### src/rtl/wfs_pkg.sv
package wfs_pkg;
    // Per-warp progress through fetch and issue
    typedef enum logic [1:0] {
        WS_EMPTY = 2'd0,  // needs a fetch
        WS_PEND  = 2'd1,  // fetch outstanding (or missed)
        WS_HELD  = 2'd2,  // instruction buffered, waiting on operands
        WS_PARK  = 2'd3   // branch issued, waiting for redirect
    } wstate_e;
endpackage

### src/rtl/wfs_pick.sv
// Rotating first-eligible picker: search starts at start_i and wraps.
module wfs_pick #(
    parameter int N  = 4,
    parameter int IW = (N > 1) ? $clog2(N) : 1
) (
    input  logic [N-1:0]  req_i,
    input  logic [IW-1:0] start_i,
    output logic          gnt_v_o,
    output logic [IW-1:0] gnt_idx_o
);
    always_comb begin
        gnt_v_o   = 1'b0;
        gnt_idx_o = '0;
        for (int k = N - 1; k >= 0; k--) begin
            int pos;
            pos = int'(start_i) + k;
            if (pos >= N) pos = pos - N;
            if (req_i[pos]) begin
                gnt_v_o   = 1'b1;
                gnt_idx_o = IW'(pos);
            end
        end
    end
endmodule

### src/rtl/wfs_scoreboard.sv
// Per-warp register busy bits; answers readiness of each warp's held instruction.
module wfs_scoreboard #(
    parameter int NW = 4,
    parameter int NR = 8,
    localparam int WW = (NW > 1) ? $clog2(NW) : 1,
    localparam int RW = (NR > 1) ? $clog2(NR) : 1
) (
    input  logic           clk,
    input  logic           rst_n,
    input  logic           set_v_i,
    input  logic [WW-1:0]  set_w_i,
    input  logic [RW-1:0]  set_r_i,
    input  logic           clr_v_i,
    input  logic [WW-1:0]  clr_w_i,
    input  logic [RW-1:0]  clr_r_i,
    input  logic [NW*RW-1:0] qa_i,
    input  logic [NW*RW-1:0] qb_i,
    input  logic [NW*RW-1:0] qd_i,
    output logic [NW-1:0]  rdy_o
);
    typedef struct packed {
        logic [NW*NR-1:0] busy;
    } sb_t;

    sb_t s_d, s_q;

    always_comb begin
        s_d = s_q;
        if (clr_v_i) s_d.busy[int'(clr_w_i) * NR + int'(clr_r_i)] = 1'b0;
        if (set_v_i) s_d.busy[int'(set_w_i) * NR + int'(set_r_i)] = 1'b1;
    end

    always_ff @(posedge clk) begin
        if (!rst_n) s_q <= '0;
        else        s_q <= s_d;
    end

    for (genvar w = 0; w < NW; w++) begin : g_rdy
        logic [NR-1:0] row;
        assign row      = s_q.busy[w*NR +: NR];
        assign rdy_o[w] = !row[qa_i[w*RW +: RW]] && !row[qb_i[w*RW +: RW]]
                          && !row[qd_i[w*RW +: RW]];
    end
endmodule

### src/rtl/wfs_sched.sv
module wfs_sched
    import wfs_pkg::*;
#(
    parameter int NUM_WARPS = 4,
    parameter int LANES     = 8,
    parameter int PC_W      = 12,
    parameter int INSTR_W   = 16,
    parameter int NUM_REGS  = 8,
    parameter int BOOT_PC   = 0,
    localparam int WW = (NUM_WARPS > 1) ? $clog2(NUM_WARPS) : 1,
    localparam int RW = (NUM_REGS > 1) ? $clog2(NUM_REGS) : 1
) (
    input  logic               clk,
    input  logic               rst_n,
    input  logic               greedy_i,
    output logic               freq_valid_o,
    input  logic               freq_ready_i,
    output logic [WW-1:0]      freq_warp_o,
    output logic [PC_W-1:0]    freq_pc_o,
    input  logic               frsp_valid_i,
    input  logic [WW-1:0]      frsp_warp_i,
    input  logic               frsp_miss_i,
    input  logic [INSTR_W-1:0] frsp_instr_i,
    output logic               iss_valid_o,
    output logic [WW-1:0]      iss_warp_o,
    output logic [PC_W-1:0]    iss_pc_o,
    output logic [LANES-1:0]   iss_mask_o,
    output logic [INSTR_W-1:0] iss_instr_o,
    input  logic               wb_valid_i,
    input  logic [WW-1:0]      wb_warp_i,
    input  logic [RW-1:0]      wb_reg_i,
    input  logic               redir_valid_i,
    input  logic [WW-1:0]      redir_warp_i,
    input  logic [PC_W-1:0]    redir_pc_i,
    input  logic [LANES-1:0]   redir_mask_i
);
    localparam int BR_BIT = INSTR_W - 1;

    typedef struct packed {
        logic [NUM_WARPS-1:0][PC_W-1:0]    pc;
        logic [NUM_WARPS-1:0][LANES-1:0]   mask;
        logic [NUM_WARPS-1:0][INSTR_W-1:0] ibuf;
        logic [NUM_WARPS-1:0][1:0]         st;
        logic [WW-1:0]                     rrf;   // last fetch grant
        logic [WW-1:0]                     rri;   // last issue grant
        logic [WW-1:0]                     focus; // greedy warp
    } core_t;

    core_t s_d, s_q;

    function automatic logic [WW-1:0] wnext(input logic [WW-1:0] x);
        return (int'(x) == NUM_WARPS - 1) ? '0 : x + WW'(1);
    endfunction

    // Eligibility and search start
    logic [NUM_WARPS-1:0]       elig_f, elig_i, req_f, req_i, foc_oh, rdy;
    logic [WW-1:0]              start_f, start_i;
    logic [NUM_WARPS*RW-1:0]    qa, qb, qd;
    logic                       f_v, i_v;
    logic [WW-1:0]              f_idx, i_idx;
    logic                       i_br;

    for (genvar w = 0; w < NUM_WARPS; w++) begin : g_warp
        assign elig_f[w]       = (s_q.st[w] == WS_EMPTY);
        assign elig_i[w]       = (s_q.st[w] == WS_HELD) && rdy[w];
        assign foc_oh[w]       = (int'(s_q.focus) == w);
        assign qb[w*RW +: RW]  = s_q.ibuf[w][RW-1:0];
        assign qa[w*RW +: RW]  = s_q.ibuf[w][2*RW-1:RW];
        assign qd[w*RW +: RW]  = s_q.ibuf[w][3*RW-1:2*RW];
    end

    always_comb begin
        req_f   = greedy_i ? (elig_f & foc_oh) : elig_f;
        req_i   = greedy_i ? (elig_i & foc_oh) : elig_i;
        start_f = greedy_i ? s_q.focus : wnext(s_q.rrf);
        start_i = greedy_i ? s_q.focus : wnext(s_q.rri);
    end

    wfs_pick #(.N(NUM_WARPS), .IW(WW)) u_pick_f (
        .req_i(req_f), .start_i(start_f), .gnt_v_o(f_v), .gnt_idx_o(f_idx)
    );

    wfs_pick #(.N(NUM_WARPS), .IW(WW)) u_pick_i (
        .req_i(req_i), .start_i(start_i), .gnt_v_o(i_v), .gnt_idx_o(i_idx)
    );

    assign i_br = s_q.ibuf[i_idx][BR_BIT];

    wfs_scoreboard #(.NW(NUM_WARPS), .NR(NUM_REGS)) u_sb (
        .clk     (clk),
        .rst_n   (rst_n),
        .set_v_i (i_v && !i_br),
        .set_w_i (i_idx),
        .set_r_i (s_q.ibuf[i_idx][3*RW-1:2*RW]),
        .clr_v_i (wb_valid_i),
        .clr_w_i (wb_warp_i),
        .clr_r_i (wb_reg_i),
        .qa_i    (qa),
        .qb_i    (qb),
        .qd_i    (qd),
        .rdy_o   (rdy)
    );

    // Ports
    assign freq_valid_o = f_v;
    assign freq_warp_o  = f_idx;
    assign freq_pc_o    = s_q.pc[f_idx];
    assign iss_valid_o  = i_v;
    assign iss_warp_o   = i_idx;
    assign iss_pc_o     = s_q.pc[i_idx];
    assign iss_mask_o   = s_q.mask[i_idx];
    assign iss_instr_o  = s_q.ibuf[i_idx];

    // Next-state
    always_comb begin
        logic hop;
        s_d = s_q;
        hop = 1'b0;

        if (f_v && freq_ready_i) begin
            s_d.st[f_idx] = WS_PEND;
            s_d.rrf       = f_idx;
        end

        if (frsp_valid_i && (s_q.st[frsp_warp_i] == WS_PEND)) begin
            if (!frsp_miss_i) begin
                s_d.st[frsp_warp_i]   = WS_HELD;
                s_d.ibuf[frsp_warp_i] = frsp_instr_i;
            end else if (greedy_i && frsp_warp_i == s_q.focus) begin
                hop = 1'b1;
            end
        end

        if (i_v) begin
            s_d.st[i_idx] = i_br ? WS_PARK : WS_EMPTY;
            s_d.pc[i_idx] = s_q.pc[i_idx] + PC_W'(1);
            s_d.rri       = i_idx;
            if (i_br && greedy_i && i_idx == s_q.focus) hop = 1'b1;
        end

        if (redir_valid_i && (s_q.st[redir_warp_i] == WS_PARK)) begin
            s_d.pc[redir_warp_i]   = redir_pc_i;
            s_d.mask[redir_warp_i] = redir_mask_i;
            s_d.st[redir_warp_i]   = WS_EMPTY;
        end

        if (hop) s_d.focus = wnext(s_q.focus);
    end

    always_ff @(posedge clk) begin
        if (!rst_n) begin
            for (int w = 0; w < NUM_WARPS; w++) begin
                s_q.pc[w]   <= PC_W'(BOOT_PC);
                s_q.mask[w] <= '1;
                s_q.ibuf[w] <= '0;
                s_q.st[w]   <= WS_EMPTY;
            end
            s_q.rrf   <= WW'(NUM_WARPS - 1);
            s_q.rri   <= WW'(NUM_WARPS - 1);
            s_q.focus <= '0;
        end else begin
            s_q <= s_d;
        end
    end
endmodule

### config.mk
export PLATFORM = sky130hd
export DESIGN_NAME = wfs_sched
export DESIGN_NICKNAME = d
export VERILOG_FILES = /design/src/rtl/wfs_pkg.sv /design/src/rtl/wfs_pick.sv /design/src/rtl/wfs_scoreboard.sv /design/src/rtl/wfs_sched.sv
export SDC_FILE = /design/constraint.sdc
export NUM_CORES = 1
export LEC_CHECK = 0
export ABC_AREA = 1
export BUFFER_PORTS_ARGS = -buffer_cell sky130_fd_sc_hd__buf_2
export CAP_MARGIN = 20
export CORE_ASPECT_RATIO = 0.8
export CORE_MARGIN = 3
export CORE_UTILIZATION = 60
export DETAILED_ROUTE_END_ITERATION = 8
export PLACE_DENSITY = 0.89
export SETUP_SLACK_MARGIN = 0.4
export SYNTH_ARGS = -nofsm -noshare
export SYNTH_HDL_FRONTEND = slang
export SYNTH_SLANG_ARGS = --single-unit
### constraint.sdc
create_clock -name clk -period 5.84 [get_ports clk]
set_input_delay 0 -clock clk [delete_from_list [all_inputs] [get_ports clk]]
set_output_delay 0 -clock clk [all_outputs]
set_load 0.02 [all_outputs]
* Yosys cells after proc, flatten, opt, wreduce, memory -nomap -nowiden *
Index checks and enable logic that the tools add are counted.

storage, ports and cells
  output and inout port bits = 54
  input bits = 53
  logic and storage cells = 282
  bits in registers = 190

operators by class
  bitwise operators = 14
  mux-type cells = 131
  $add $sub $neg = 20
  eq/ne operators = 13
  reduce and logical (&&, ||, !) cells = 44
  order comparisons = 40

operators with widths
  cell                     number
  $mux W32                 10
  $lt A32 B4 Y1 const B    8
  $ge A32 B4 Y1 const B    6
  $sub A32 B4 Y32 const B  6
  $bwmux W48               2
  $mux W80                 1
  $bwmux W64               1
  $ge A32 B1 Y1 const B    2
  $lt A32 B7 Y1 const B    2
  $bmux W12 S2             2
  $demux W12 S2            2
  $lt A3 B4 Y1 const B     12
  $mux W12                 4
  $mux W48                 1
  $mux W8                  6
  $mux W1                  43
  $mux W2                  20
  $bmux W1 S3              12
  $and A32 B32 Y32         1
  $bmux W16 S2             1
  $bwmux W32               1
  $demux W16 S2            1
  $mux W16                 2
  $not A32 Y32             1
  other kinds (32)         115

* Depth between registers and ports, before layout *
Gate-level depths: netlist (run 1).

  depth after elaboration = 27
  mapped depth = 28
  gate-level depth less buffers = 27

* Hierarchy *
Synthesis (run 1) repeated with hierarchy kept, for this count alone.

second synthesis, totals
  cell total of the unflattened synthesis = 1737
  area, all modules = 10889.2 um^2

modules (own cells, without submodules)
  module          sequential area each (um^2)  area each (um^2)  cells each  times used
  wfs_sched       3163.0                       8102.8            1214        1
  wfs_scoreboard  640.6                        2361.0            431         1
  wfs_pick        0.0                          212.7             46          2

* Least setup slack after synthesis (run 1) *
OpenSTA, ideal clock, no wires.

  path kind = reg2reg
  start point = register s_q[1] in the netlist's numbering
  end point = register s_q[126] in the netlist's numbering
  library setup time = 0.079 ns
  required time = 5.761 ns
  stages on the path, launching flop included = 23
  data arrival time = 3.051 ns
  path slack = 2.710 ns
  path buffers = 1
  period minus slack after synthesis = 3.130 ns
  path through = dfxtp_1 -> ha_1 -> inv_1 -> a211oi_1 -> nand2_1 -> nor2_2 -> nand3_1 -> nand2_1 -> nor2_1 -> nor2_1 -> nand3_4 -> nand2_8 -> nor2_4 -> buf_6 -> nand2_2 -> nand2_2 -> nor2_4 -> ha_1 -> inv_1 -> nor2_4 -> xor2_2 -> nand2_1 -> a22oi_1

on the way
  elaborated cells on any way between the ends = 54
  those cells by class = add/sub: 8; order compare: 6; eq/ne: 3; mux: 34; bitwise: 1; reduce/logical: 2

RTL lines
  item                                                     line              source
  start: declaration                                       wfs_sched.sv:49   core_t s_d, s_q;
  $mux W2                                                  wfs_sched.sv:76   start_i = greedy_i ? s_q.focus : wnext(s_q.rri);
  $add A2 B2 Y3                                            wfs_pick.sv:16    pos = int'(start_i) + k;
  $sub A32 B4 Y32 / $ge A32 B4 Y1 (equally long branches)  wfs_pick.sv:17    if (pos >= N) pos = pos - N;
  $mux W32                                                 wfs_pick.sv:17
  $bmux W1 S2                                              wfs_pick.sv:18    if (req_i[pos]) begin
  $mux W1 (implied by the code) (2 in a row)               wfs_pick.sv:18
  $mux W2 (3 in a row)                                     wfs_pick.sv:18
  $mux W2 (*)                                              wfs_pick.sv:18
  $bmux W12 S2 (*)                                         -
  $mux W12 (*)                                             -
  net iss_pc_o[0]                                          wfs_sched.sv:26   output logic [PC_W-1:0] iss_pc_o,
  $add A12 B1 Y12 (*)                                      wfs_sched.sv:136  s_d.pc[i_idx] = s_q.pc[i_idx] + PC_W'(1);
  $bwmux W48 (*)                                           wfs_sched.sv:136
  $mux W48 (*)                                             wfs_sched.sv:134  if (i_v) begin
  $bwmux W48                                               wfs_sched.sv:142  s_d.pc[redir_warp_i] = redir_pc_i;
  $mux W80 (*)                                             wfs_sched.sv:141  if (redir_valid_i && (s_q.st[redir_warp_i] == WS_PARK)) begin

The timed path passes the listed nets; every way through them passes the cells marked *. The select of a mux whose other input is x is not followed.
A chain may end at the register's enable or synchronous reset.

* Worst setup path in the final report (run 1) *
  start point = register s_q[1] in the netlist's numbering
  end point = output port iss_instr_o[3]

on the way
  word-level cells in the longest chain between the ends = 13
  elaborated cells on any way between the ends = 40
  those cells by class = add/sub: 7; order compare: 4; eq/ne: 3; mux: 24; bitwise: 1; reduce/logical: 1

ends and longest elaborated chain
  item                                                     line              source
  $mux W2                                                  wfs_sched.sv:76
  $add A2 B2 Y3                                            wfs_pick.sv:16
  $sub A32 B4 Y32 / $ge A32 B4 Y1 (equally long branches)  wfs_pick.sv:17
  $mux W32                                                 wfs_pick.sv:17
  $bmux W1 S2                                              wfs_pick.sv:18
  $mux W1 (implied by the code) (2 in a row)               wfs_pick.sv:18
  $mux W2 (3 in a row)                                     wfs_pick.sv:18
  $mux W2 (*)                                              wfs_pick.sv:18
  $bmux W16 S2 (*)                                         wfs_sched.sv:112  assign iss_instr_o = s_q.ibuf[i_idx];
  $mux W16 (implied by the code) (*)                       wfs_sched.sv:112
  end: declaration                                         wfs_sched.sv:28   output logic [INSTR_W-1:0] iss_instr_o,

Mark *: on every way between the ends. The rest lies on a longest branch, timed or not. The select of a mux whose other input is x is not followed.

==> summary.md, run 1 <==
| Metric | Value |
|---|---|
| Worst path cell trace | ha_1, inv_1, a211oi_1, nand2_1, nor2_2, nand3_1, nand2_1, nor2_1, nor2_1, nand3_4, nand2_8, nand2_2, inv_2, a22oi_1, o221ai_1, buf_2 |
| Fin. Hold Viols | 0 |
| Synth top area cells | dfxtp_1 35%, nand2_1 15%, nand3_1 8.9%, a21oi_1 8.3%, o21ai_0 6.1% |
| Clk buf depth | 2 |
| DR WL/cell | 19.2 µm |
| Fin crit share | 0.801 |
| Outcome | finished, final reports clean |
| Initial Utilization | 0.616 |
| Buffers on Ports | 106 |
| Post-synth EDFFs | 0 |
| Drt pass-1 iters | 8 |
| Post-Syn Instances | 1643 |
| Crit path arrival time | 4.68 ns |
| Share of layout cells above drive strength 1 | 0.133 |
| Max-Cap Viols | 0 |
| CTS tree | done |
| Count leader, synth | nand2_1 |
| Hold Crit Class | in -> reg |
| Max-slew headroom | 0.370 |
| Total length of routed wires | 38.2 mm |
| Largest net degree at the start of global routing | 93 |
| Leak pwr | 5.19 nW |
| Clock Sinks | 190 |
| Yosys reg bits | 190 |
| GR Util All Layers | 0.381 |
| Setup TNS | 0 ns |
| Clock Latency Late Sink | 0.45 ns |
| First-pass GRT wire length | 59.7 mm |
| Yosys warns | 0 |
| Clock skew | 0.0147 ns |
| Ports | 107 |
| Tightest Pin Transition | 0.945 ns |
| Crit Path Max Fanout | 37 |
| Non-Filler Instances | 1990 |
| Fmax | 214 MHz |
| Clock root buffer | clkbuf_16 |
| Crit start category | flip-flop |
| Vias/cell | 6.30 |
| Ant diodes | 0 |
| Worst R2R Start | s_q[1] |
| Die X-Extent | 156 µm |
| Post-DRT Antenna Nets | 0 |
| Die area | 19600 µm² |
| Distinct cells, synth | 45 |
| Mapped Avg Cell Area | 6.54 µm² |
| RSZ-0062 raised after global routing | no |
| Worst r2r dst | s_q[157] |
| Placed Cells | 1913 |
| 1st-iter DRT viols | 1850 |
| Layout net count | 1810 |
| # fillers | 1413 |
| Final Wtd Congestion | 1.07 |
| Worst IR Drop VDD | 0.000199 V |
| Synthesized cell area | 10700 µm² |
| Async S/R FF share, synth | 0 |
| Register area share after synthesis | 0.354 |
| Hold path depth | 4 |
| CP Capture Type | output port |
| Via count | 12500 |
| Mapped Nets | 1701 |
| Core area | 17400 µm² |
| Crit path from | s_q[1] |
| Final Max Slew Viols | 0 |
| PD cells | 249 nW/µm² |
| Fin crit period | 4.68 ns |
| Crit path required time | 5.84 ns |
| TritonCTS Buffers | 17 |
| # rows | 43 |
| Synth Flop Type | dfxtp_1 |
| Post-synth top cells | 436 x nand2_1, 190 x dfxtp_1, 190 x nand3_1 |
| Crit path max-delay cell type | inv_2 |
| Final number of setup-violating endpoints | 0 |
| Endpoint, Worst Hold | s_q[29] |
| Setup CP Type | reg -> out |
| Initial antenna violation count | 0 |
| CP delay by family, top | simple AND/OR/NAND/NOR gates |
| Overflow after GRT | 0 |
| Max incr delay on CP | 0.71 ns |
| Clock transition at path regs | 0.08 ns |
| Vias in the first global route | 11200 |
| Area leader, netlist | dfxtp_1 |
| CP bufs+invs | 3 |
| FF-to-FF setup slack | 1.25 ns |
| Final HPWL DP | 25.8 mm |
| Area growth, synth to finish | 15.8% |
| Cells on worst reg2reg path | 21 |
| Hold path start | frsp_warp_i[0] |
| Synth top area share | 0.354 |
| H-tree depth | 4 |
| DRC viols | 0 |
| Die height | 126 µm |
-- registers in the layout, summed over array words and instances, names as in the netlist --
name	flops
qa	12
qb	12
s_q	122
u_sb.s_q	32
qd	12
-- layout make-up --
cell class                 instances  area (µm²)  area share
multi-input combinational       1197        5910       0.475
sequential                       190        3800       0.306
timing repair buffer             165        1100      0.0888
inverter                         181         682      0.0548
clock buffer                      18         439      0.0353
tap                              225         282      0.0226
clock inverter                    14         215      0.0173
-- through the flow --
stage | area, µm² | utilization | power (mW) | hold slack (ns) | setup WS (ns)
2_1_floorplan | 10700 | - | 1.64 | 0.126 | 2.71
5_1_grt | 12400 | 0.714 | 3.17 | 0.0911 | 0.973
6_report | 12400 | 0.714 | 3.09 | 0.0823 | 1.16
3_5_place_dp | 11300 | 0.649 | 1.79 | 0.268 | 1.50
4_1_cts | 12400 | 0.711 | 3.05 | 0.0466 | 1.37
3_3_place_gp | 11300 | 0.649 | 1.79 | 0.260 | 1.63
-- cells in the final DEF (no fill, tap or decap), drive strengths merged, types with 2 or more instances in the layout --
| cell type | synthesis | routed |
|---|---|---|
| nand2 | 451 | 451 |
| nand3 | 193 | 193 |
| dfxtp | 190 | 190 |
| inv | 181 | 187 |
| a21oi | 180 | 180 |
| o21ai | 143 | 143 |
| buf | 23 | 123 |
| nor2 | 96 | 96 |
| a22oi | 42 | 42 |
| dlygate4sd3 | 0 | 42 |
| clkbuf | 52 | 18 |
| nand4 | 16 | 16 |
| o221ai | 15 | 15 |
| o22ai | 13 | 13 |
| nor3 | 10 | 10 |
| xor2 | 7 | 7 |
| a221o | 6 | 6 |
| clkinv | 0 | 6 |
| o211ai | 5 | 5 |
| ha | 5 | 5 |
| a211oi | 4 | 4 |
| nand3b | 4 | 4 |
| or2 | 2 | 2 |
| o2111ai | 2 | 2 |
| bufinv | 0 | 2 |
-- worst max-delay path by stage --
stage                     end  slack (ns)  depth (start not counted)
2_1_floorplan        s_q[126]        2.71                         22
3_3_place_gp      u_sb.s_q[1]        1.63                         27
3_5_place_dp         s_q[157]        1.50                         22
4_1_cts        iss_instr_o[3]        1.37                         17
5_1_grt        iss_instr_o[8]        0.97                         22
6_report       iss_instr_o[3]        1.16                         16
-- logic make-up after synthesis --
logic type,Yosys count,share of synthesized area
xor gates and xnor gates,7,0.00710
and+or+nand+nor,772,0.318
DFF,190,0.354
buffers and inverters,256,0.0955
AOI/OAI and AO/OA,413,0.220
adders and majority gates,5,0.00582
-- where the power goes --
group	switching, mW	leakage (nW)	total [mW]	internal (mW)
sequential	0.0151	1.53	1.33	1.31
clock	0.593	0.318	1.27	0.677
combinational	0.358	3.34	0.495	0.137
total	0.965	5.19	3.09	2.13
-- worst register-to-register path, delay by kind of cell (launching register included) --
family / cells / cell delay, ns
fa+ha+maj: 1 / 0.22
simple gates: 16 / 2.55
compound gates: 2 / 0.50
flops: 1 / 0.46
buf+inv: 2 / 0.79
-- metal layers --
metal,vias to the layer above,GRT usage,part of all wire
li1,5722,-,-
met1,5685,0.533,0.39
met2,972,0.556,0.42
met3,166,0.114,0.15
met4,0,0.145,0.036
met5,-,0,0
-- repair_timing --
| item | 4_1_cts | 5_1_grt |
|---|---|---|
| hold buffers | 42 | 0 |
| endpoints found under the setup margin | 0 | 0 |
| buffers inserted | 0 | 0 |
| hold endpoints to repair | 140 | 0 |
| resized for setup | 0 | 0 |
No activity file was read; power rests on OpenSTA's default activity.
==> run 2, diff against run 1 <==
--- a/config.mk
+++ b/config.mk
@@ -10,9 +10,9 @@
 export CAP_MARGIN = 20
 export CORE_ASPECT_RATIO = 0.8
 export CORE_MARGIN = 3
-export CORE_UTILIZATION = 60
+export CORE_UTILIZATION = 54
 export DETAILED_ROUTE_END_ITERATION = 8
-export PLACE_DENSITY = 0.89
+export PLACE_DENSITY = 0.85
 export SETUP_SLACK_MARGIN = 0.4
 export SYNTH_ARGS = -nofsm -noshare
 export SYNTH_HDL_FRONTEND = slang
==> constraint.sdc (replaced) <==
create_clock -name clk -period 4.1 [get_ports clk]
set_input_delay 0 -clock clk [delete_from_list [all_inputs] [get_ports clk]]
set_output_delay 0 -clock clk [all_outputs]
set_load 0.02 [all_outputs]
==> run 2 against run 1 <==
Sequential share of layout area down 0.89 points. Clock power up 38%. Combinational power up 52%. Global-route usage down 3.6 points. Setup slack worse by 0.57 ns. Wire length about the same. Largest power group unchanged. Highest routed layer is now met5.
==> summary.md, run 2 (synthesis gave the netlist of run 1 again) <==
| Metric | Value |
|---|---|
| Outcome | finished, final reports clean |
| TritonCTS Buffers | 17 (unchanged) |
| CP Capture Type | output port |
| Initial antenna violation count | 5 (+5) |
| # rows | 45 (+4.7%) |
| Max reg flops | 122 (unchanged) |
| Met2 Usage GRT | 0.480 (-0.0760) |
| Worst path cell trace | ha_1, inv_1, a211oi_2, nand2_1, nor2_2, nand3_1, nand2_1, nand2_1, nand2_1, inv_2, nand2_4, nand2_4, nand2_8, nand2_8, nor2_4, inv_2, nor2_1, nor2_1, o21ai_2, buf_2 |
| Layout net count | 1837 (+1.5%) |
| Share of layout cells above drive strength 1 | 0.161 (+0.0281) |
| Vias/cell | 6.02 (-4.5%) |
| Post-DRT Antenna Nets | 0 (unchanged) |
| H-tree depth | 4 (unchanged) |
| Top cell by count, worst path | nand2_1 |
| Drt pass-1 iters | 6 (-2) |
| Overflow after GRT | 0 (unchanged) |
| Hold Crit Class | in -> reg |
| Die area | 21600 µm² (+11%) |
| Endpoint, Worst Hold | s_q[29] |
| Setup CP Type | reg -> out |
| Clock transition at path regs | 0.07 ns (about the same) |
| Clock Sinks | 190 (unchanged) |
| Hold path start | frsp_warp_i[1] |
| Worst IR Drop VDD | 0.000219 V (+10%) |
| Worst r2r dst | u_sb.s_q[3] |
| Tightest Pin Transition | 0.978 ns (+0.0324 ns) |
| Final HPWL DP | 26.9 mm (+4.4%) |
| Die height | 132 µm (+5.1%) |
| Max-Cap Viols | 0 (unchanged) |
| Most frequent cells in the layout | 433 x nand2_1, 189 x nand3_1, 184 x dfxtp_1 |
| Crit path max-delay cell type | dfxtp_4 |
| Vias in the first global route | 11000 (-1.4%) |
| Met3 Track Usage GR | 0.111 (-0.00256) |
| Max-slew headroom | 0.347 (-0.0232) |
| Clock root buffer | clkbuf_16 |
| Setup TNS | 0 ns (unchanged) |
| Crit start category | flip-flop |
| First-pass GRT wire length | 59.4 mm (-0.39%) |
| Core area | 19300 µm² (+10%) |
| Buffers on Ports | 106 (unchanged) |
| Total length of routed wires | 38.2 mm (about the same) |
| Fin. Hold Viols | 0 (unchanged) |
| Clk buf depth | 2 (unchanged) |
| Final number of setup-violating endpoints | 0 (unchanged) |
| Biggest regs | s_q (122), u_sb.s_q (32) |
| Placed Cells | 1965 (+2.7%) |
| Ports | 107 (unchanged) |
| GRT busiest layer | met1 |
| Clock skew | 0.0168 ns (+0.00213 ns) |
| Largest net degree at the start of global routing | 89 (-4.3%) |
| 1st-iter DRT viols | 1799 (-2.8%) |
| Crit path arrival time | 3.50 ns (-1.18 ns) |
| Leading cell type in the layout, fill and taps excluded | nand2_1 |
| Die X-Extent | 164 µm (+5.2%) |
| Cells on worst reg2reg path | 25 (+19%) |
| Crit path required time | 4.10 ns (-1.74 ns) |
| Biggest register | s_q |
| Initial Utilization | 0.558 (-0.0584) |
| DRC viols | 0 (unchanged) |
| CTS tree | done |
| Max incr delay on CP | 0.39 ns (-0.32 ns) |
| Area growth, synth to finish | 19.6% |
| Fin crit share | 0.854 |
| Crit Path Max Fanout | 14 (-62%) |
| Non-Filler Instances | 2053 (+3.2%) |
| Leak pwr | 5.35 nW (+2.9%) |
| Fin crit period | 3.50 ns |
| DR WL/cell | 18.6 µm (-3.0%) |
| GR Util met1 | 0.497 (-0.0364) |
| Fmax | 285 MHz |
| RSZ-0062 raised after global routing | no |
| GR Util All Layers | 0.345 (-0.0362) |
| Core Util, Final | 0.667 (-0.0466) |
| FF-to-FF setup slack | 0.61 ns (-0.64 ns) |
| Worst R2R Start | s_q[1] |
| Via count | 12400 (-1.5%) |
| Clock Latency Late Sink | 0.44 ns (about the same) |
| PD cells | 342 nW/µm² (+38%) |
| Final Wtd Congestion | 1.10 (+2.2%) |
| Hold path depth | 4 (unchanged) |
| Final Max Slew Viols | 0 (unchanged) |
run 2: changes by cell type in the layout (fill, tap and decap cells not counted), moves of 4 or more:
cell / delta
buf_4: +22
dfxtp_1: -6
dfxtp_2: +5
inv_6: +4
nand2_4: +4
nor2_1: -9
nor2_4: +6
run 2: area by class of cell:
cell class	count	area, µm²
diodes	3	7.51
inverters	181	689
well taps	258	323
clock inverters	14	180
repair buffers	189	1290
clock buffers	18	439
fillers	1702	6410
flip-flops and latches	190	3810
multi-input cells	1200	6100
run 2: worst max-delay path: cells and delay by family (launching register included):
| kind | cells | cell delay (ns) |
|---|---|---|
| DFF | 1 | 0.39 |
| AOI/OAI and AO/OA | 2 | 0.38 |
| buffers and inverters | 4 | 0.49 |
| adders and majority gates | 1 | 0.18 |
| and+or+nand+nor | 13 | 1.61 |
run 2: layer usage:
layer	vias up	share of wire
met1	5568	0.41
li1	5786	-
met4	6	0.033
met3	116	0.15
met5	-	0.00073
met2	878	0.41
run 2: how the worst max path moves through the flow:
stage	endpoint	start	slack, ns
6_report	iss_instr_o[7]	s_q[1]	0.60
2_1_floorplan	s_q[126]	s_q[1]	0.97
5_1_grt	u_sb.s_q[31]	s_q[0]	0.39
4_1_cts	iss_mask_o[7]	s_q[1]	0.43
3_3_place_gp	u_sb.s_q[11]	s_q[1]	0.31
3_5_place_dp	u_sb.s_q[31]	s_q[1]	0.27
run 2: metrics by stage:
step / instance area [µm²] / worst slack (ns) / power, mW / hold slack [ns]
global placement: 11500 / 0.306 / 2.60 / 0.261
detailed placement: 11500 / 0.269 / 2.61 / 0.268
floorplan: 10700 / 0.970 / 2.33 / 0.126
global route: 12800 / 0.391 / 4.52 / 0.0842
CTS: 12600 / 0.426 / 4.35 / 0.0414
finish: 12800 / 0.597 / 4.39 / 0.0719
run 2: what timing repair did:
item	4_1_cts	5_1_grt
resized for setup	6	50
buffers inserted	1	7
pin swaps	2	10
gates cloned	1	2
setup endpoints to repair	62	118
endpoints found under the hold margin	144	0
hold buffers	41	0
run 2: report_power, final:
| group | total (mW) | internal [mW] | switching [mW] | leakage (nW) |
|---|---|---|---|---|
| registers | 1.89 | 1.87 | 0.0218 | 1.54 |
| clock network | 1.75 | 0.901 | 0.845 | 0.300 |
| logic | 0.754 | 0.232 | 0.522 | 3.51 |
| total | 4.39 | 3.00 | 1.39 | 5.35 |
==> run 3, diff against run 2 <==
--- a/config.mk
+++ b/config.mk
@@ -12,7 +12,7 @@
 export CORE_MARGIN = 3
 export CORE_UTILIZATION = 54
 export DETAILED_ROUTE_END_ITERATION = 8
-export PLACE_DENSITY = 0.85
+export PLACE_DENSITY = 0.77
 export SETUP_SLACK_MARGIN = 0.4
 export SYNTH_ARGS = -nofsm -noshare
 export SYNTH_HDL_FRONTEND = slang
==> run 3 against run 2 <==
Clock power decreased by 2%. Power decreased by 0.26%. Maximum frequency shrank 0.62%. Non-clock buffer count down 3. Clock skew about the same. Die area unchanged. Wire length barely moved. Highest routed layer unchanged.
==> summary.md, run 3 (synthesis gave the netlist of run 1 again) <==
| Metric | Value |
|---|---|
| Outcome | finished, final reports clean |
| Share of layout cells above drive strength 1 | 0.164 (+0.00278) |
| # fillers | 1771 (+4.1%) |
| Final Wtd Congestion | 1.05 (-4.0%) |
| Layout net count | 1831 (-0.33%) |
| DR WL/cell | 18.7 µm (+0.41%) |
| Overflow after GRT | 0 (unchanged) |
| Area growth, synth to finish | 18.8% |
| Clock network power share | 0.390 (-0.007) |
| Placed Cells | 1964 (-0.051%) |
| Leak pwr | 5.31 nW (-0.63%) |
| Setup WS pre-CTS | 0.417 ns (+0.148 ns) |
| Max incr delay on CP | 0.42 ns (+0.03 ns) |
| Vias/cell | 5.99 (-0.54%) |
| Clock skew | 0.0171 ns (+0.000276 ns) |
| Core Util, Final | 0.663 (-0.00422) |
| Crit start category | flip-flop |
| Tightest Pin Transition | 1.05 ns (+0.0697 ns) |
| Register Area | 3820 µm² (about the same) |
| Die height | 132 µm (unchanged) |
| Sw Share | 0.327 (+0.0110) |
| Core area | 19300 µm² (unchanged) |
| # rows | 45 (unchanged) |
| Gate power share | 0.178 (+0.006) |
| Hold_ws | 0.0179 ns (-0.0539 ns) |
| Die X-Extent | 164 µm (unchanged) |
| Worst path cell trace | inv_2, nand2_1, nand3_1, nand3_1, nand2_1, nor2_2, nand3_1, nand2_1, nand2_1, nand2_1, nand2_4, nand2_2, nand2_4, nand2_8, nand2_4, buf_8, inv_2, buf_8, a22oi_1, o221ai_1, buf_2 |
| Crit Path Max Fanout | 33 (+19) |
| Crit path arrival time | 3.52 ns (+0.02 ns) |
| Crit path max-delay cell type | dfxtp_1 |
| PD cells | 343 nW/µm² (+0.38%) |
| Total length of routed wires | 38.3 mm (about the same) |
| Most frequent cells in the layout | 435 x nand2_1, 189 x nand3_1, 182 x dfxtp_1 |
| P_sw | 1.43 mW (+3.2%) |
| RSZ-0062 raised after global routing | yes |
| Buffers on Ports | 106 (unchanged) |
| Sequential Power Share | 0.433 (+0.002) |
| Max-Cap Viols | 0 (unchanged) |
| Clock Latency Late Sink | 0.46 ns (+0.02 ns) |
| Initial Utilization | 0.558 (unchanged) |
| 1st-iter DRT viols | 1928 (+7.2%) |
| Crit path required time | 4.10 ns (about the same) |
| CP Capture Type | output port |
| Biggest register | s_q |
| Clk buf depth | 2 (unchanged) |
| Die area | 21600 µm² (unchanged) |
| H-tree depth | 4 (unchanged) |
| Leading cell type in the layout, fill and taps excluded | nand2_1 |
| Clock transition at path regs | 0.08 ns (about the same) |
| Final HPWL DP | 26.5 mm (-1.4%) |
| Tot Pwr | 4.38 mW (-0.26%) |
| Ports | 107 (unchanged) |
| Clock root buffer | clkbuf_16 |
| Area after DPL | 11500 µm² (about the same) |
| Setup CP Type | reg -> out |
| Final number of setup-violating endpoints | 0 (unchanged) |
| Non-Filler Instances | 2045 (-0.39%) |
| Pint | 2.95 mW (-1.9%) |
| Area occupied by multi-input gates | 6050 µm² (-0.80%) |
| DRC viols | 0 (unchanged) |
| Clock Sinks | 190 (unchanged) |
| Via count | 12200 (-0.92%) |
| Biggest regs | s_q (122), u_sb.s_q (32) |
| Max reg flops | 122 (unchanged) |
| Hold Crit Class | in -> reg |
| Initial antenna violation count | 3 (-2) |
| Worst IR Drop VDD | 0.000216 V (-1.2%) |
| TritonCTS Buffers | 17 (unchanged) |
| Vias in the first global route | 10900 (-0.97%) |
| Fin crit period | 3.52 ns (+0.0217 ns) |
| Max-slew headroom | 0.300 (-0.0465) |
| Fin area | 12800 µm² (-0.63%) |
| Largest net degree at the start of global routing | 89 (unchanged) |
| Post-DRT Antenna Nets | 0 (unchanged) |
| Fin crit share | 0.860 (+0.00530) |
| Final setup margin | 0.575 ns (-0.0217 ns) |
| CTS tree | done |
| Drt pass-1 iters | 7 (+1) |
| First-pass GRT wire length | 59.8 mm (+0.62%) |
| Fin. Hold Viols | 0 (unchanged) |
| Fmax | 284 MHz (-0.62%) |
| Final Max Slew Viols | 0 (unchanged) |
| Top cell by count, worst path | nand2_1 |
| GR Util All Layers | 0.350 (+0.00467) |
| Setup TNS | 0 ns (unchanged) |
-- run 3: cell types whose count changed in the layout (fill, tap and decap cells not counted), moves of 5 or more --
cell and delta:
a22oi_1 -6, a22oi_2 +6, nor2_2 +5, nor2_4 -5
-- run 3: power groups by stage --
stage	logic (mW)	clock network, mW	registers (mW)
6_report	0.778	1.71	1.90
3_3_place_gp	0.666	0	1.94
4_1_cts	0.702	1.71	1.89
2_1_floorplan	0.399	0	1.93
3_5_place_dp	0.669	0	1.94
5_1_grt	0.836	1.80	1.90
-- run 3: worst paths after layout --
path / startpoint / endpoint / slack [ns] / cells after the start
worst min register to register: s_q[73] / s_q[73] / 0.45 / 2
worst max register to register: qb[0] / u_sb.s_q[9] / 0.59 / 24
worst min-delay path: freq_ready_i / s_q[5] / 0.02 / 4
worst max-delay path: qb[0] / iss_instr_o[4] / 0.58 / 21
-- run 3: area by class of cell --
cell class | count | share of cell area
repair buffers | 186 | 0.0991
inverters | 181 | 0.0540
multi-input cells | 1197 | 0.474
clock buffers | 17 | 0.0333
flip-flops and latches | 190 | 0.299
clock inverters | 15 | 0.0148
well taps | 258 | 0.0253
diodes | 1 | 0.000196
-- run 3: metal layers --
layer	routed length, µm	up-vias	GRT usage	share of wire
met5	41	-	0	0.0011
met4	969	6	0.104	0.025
met3	5360	92	0.0958	0.14
met2	15400	822	0.475	0.40
met1	16500	5544	0.533	0.43
li1	-	5776	-	-
-- run 3: repair_timing --
item	in CTS	in global routing
gates cloned	0	0
buffers inserted	0	9
pin swaps	0	8
hold buffers	38	0
resized for setup	5	51
setup endpoints to repair	30	115
endpoints found under the hold margin	142	0
-- run 3: critical path, delay by kind of cell (launching register included) --
| family | cells | cell delay [ns] |
|---|---|---|
| flops | 1 | 0.42 |
| simple gates | 14 | 1.46 |
| compound gates | 2 | 0.26 |
| buf+inv | 5 | 0.88 |
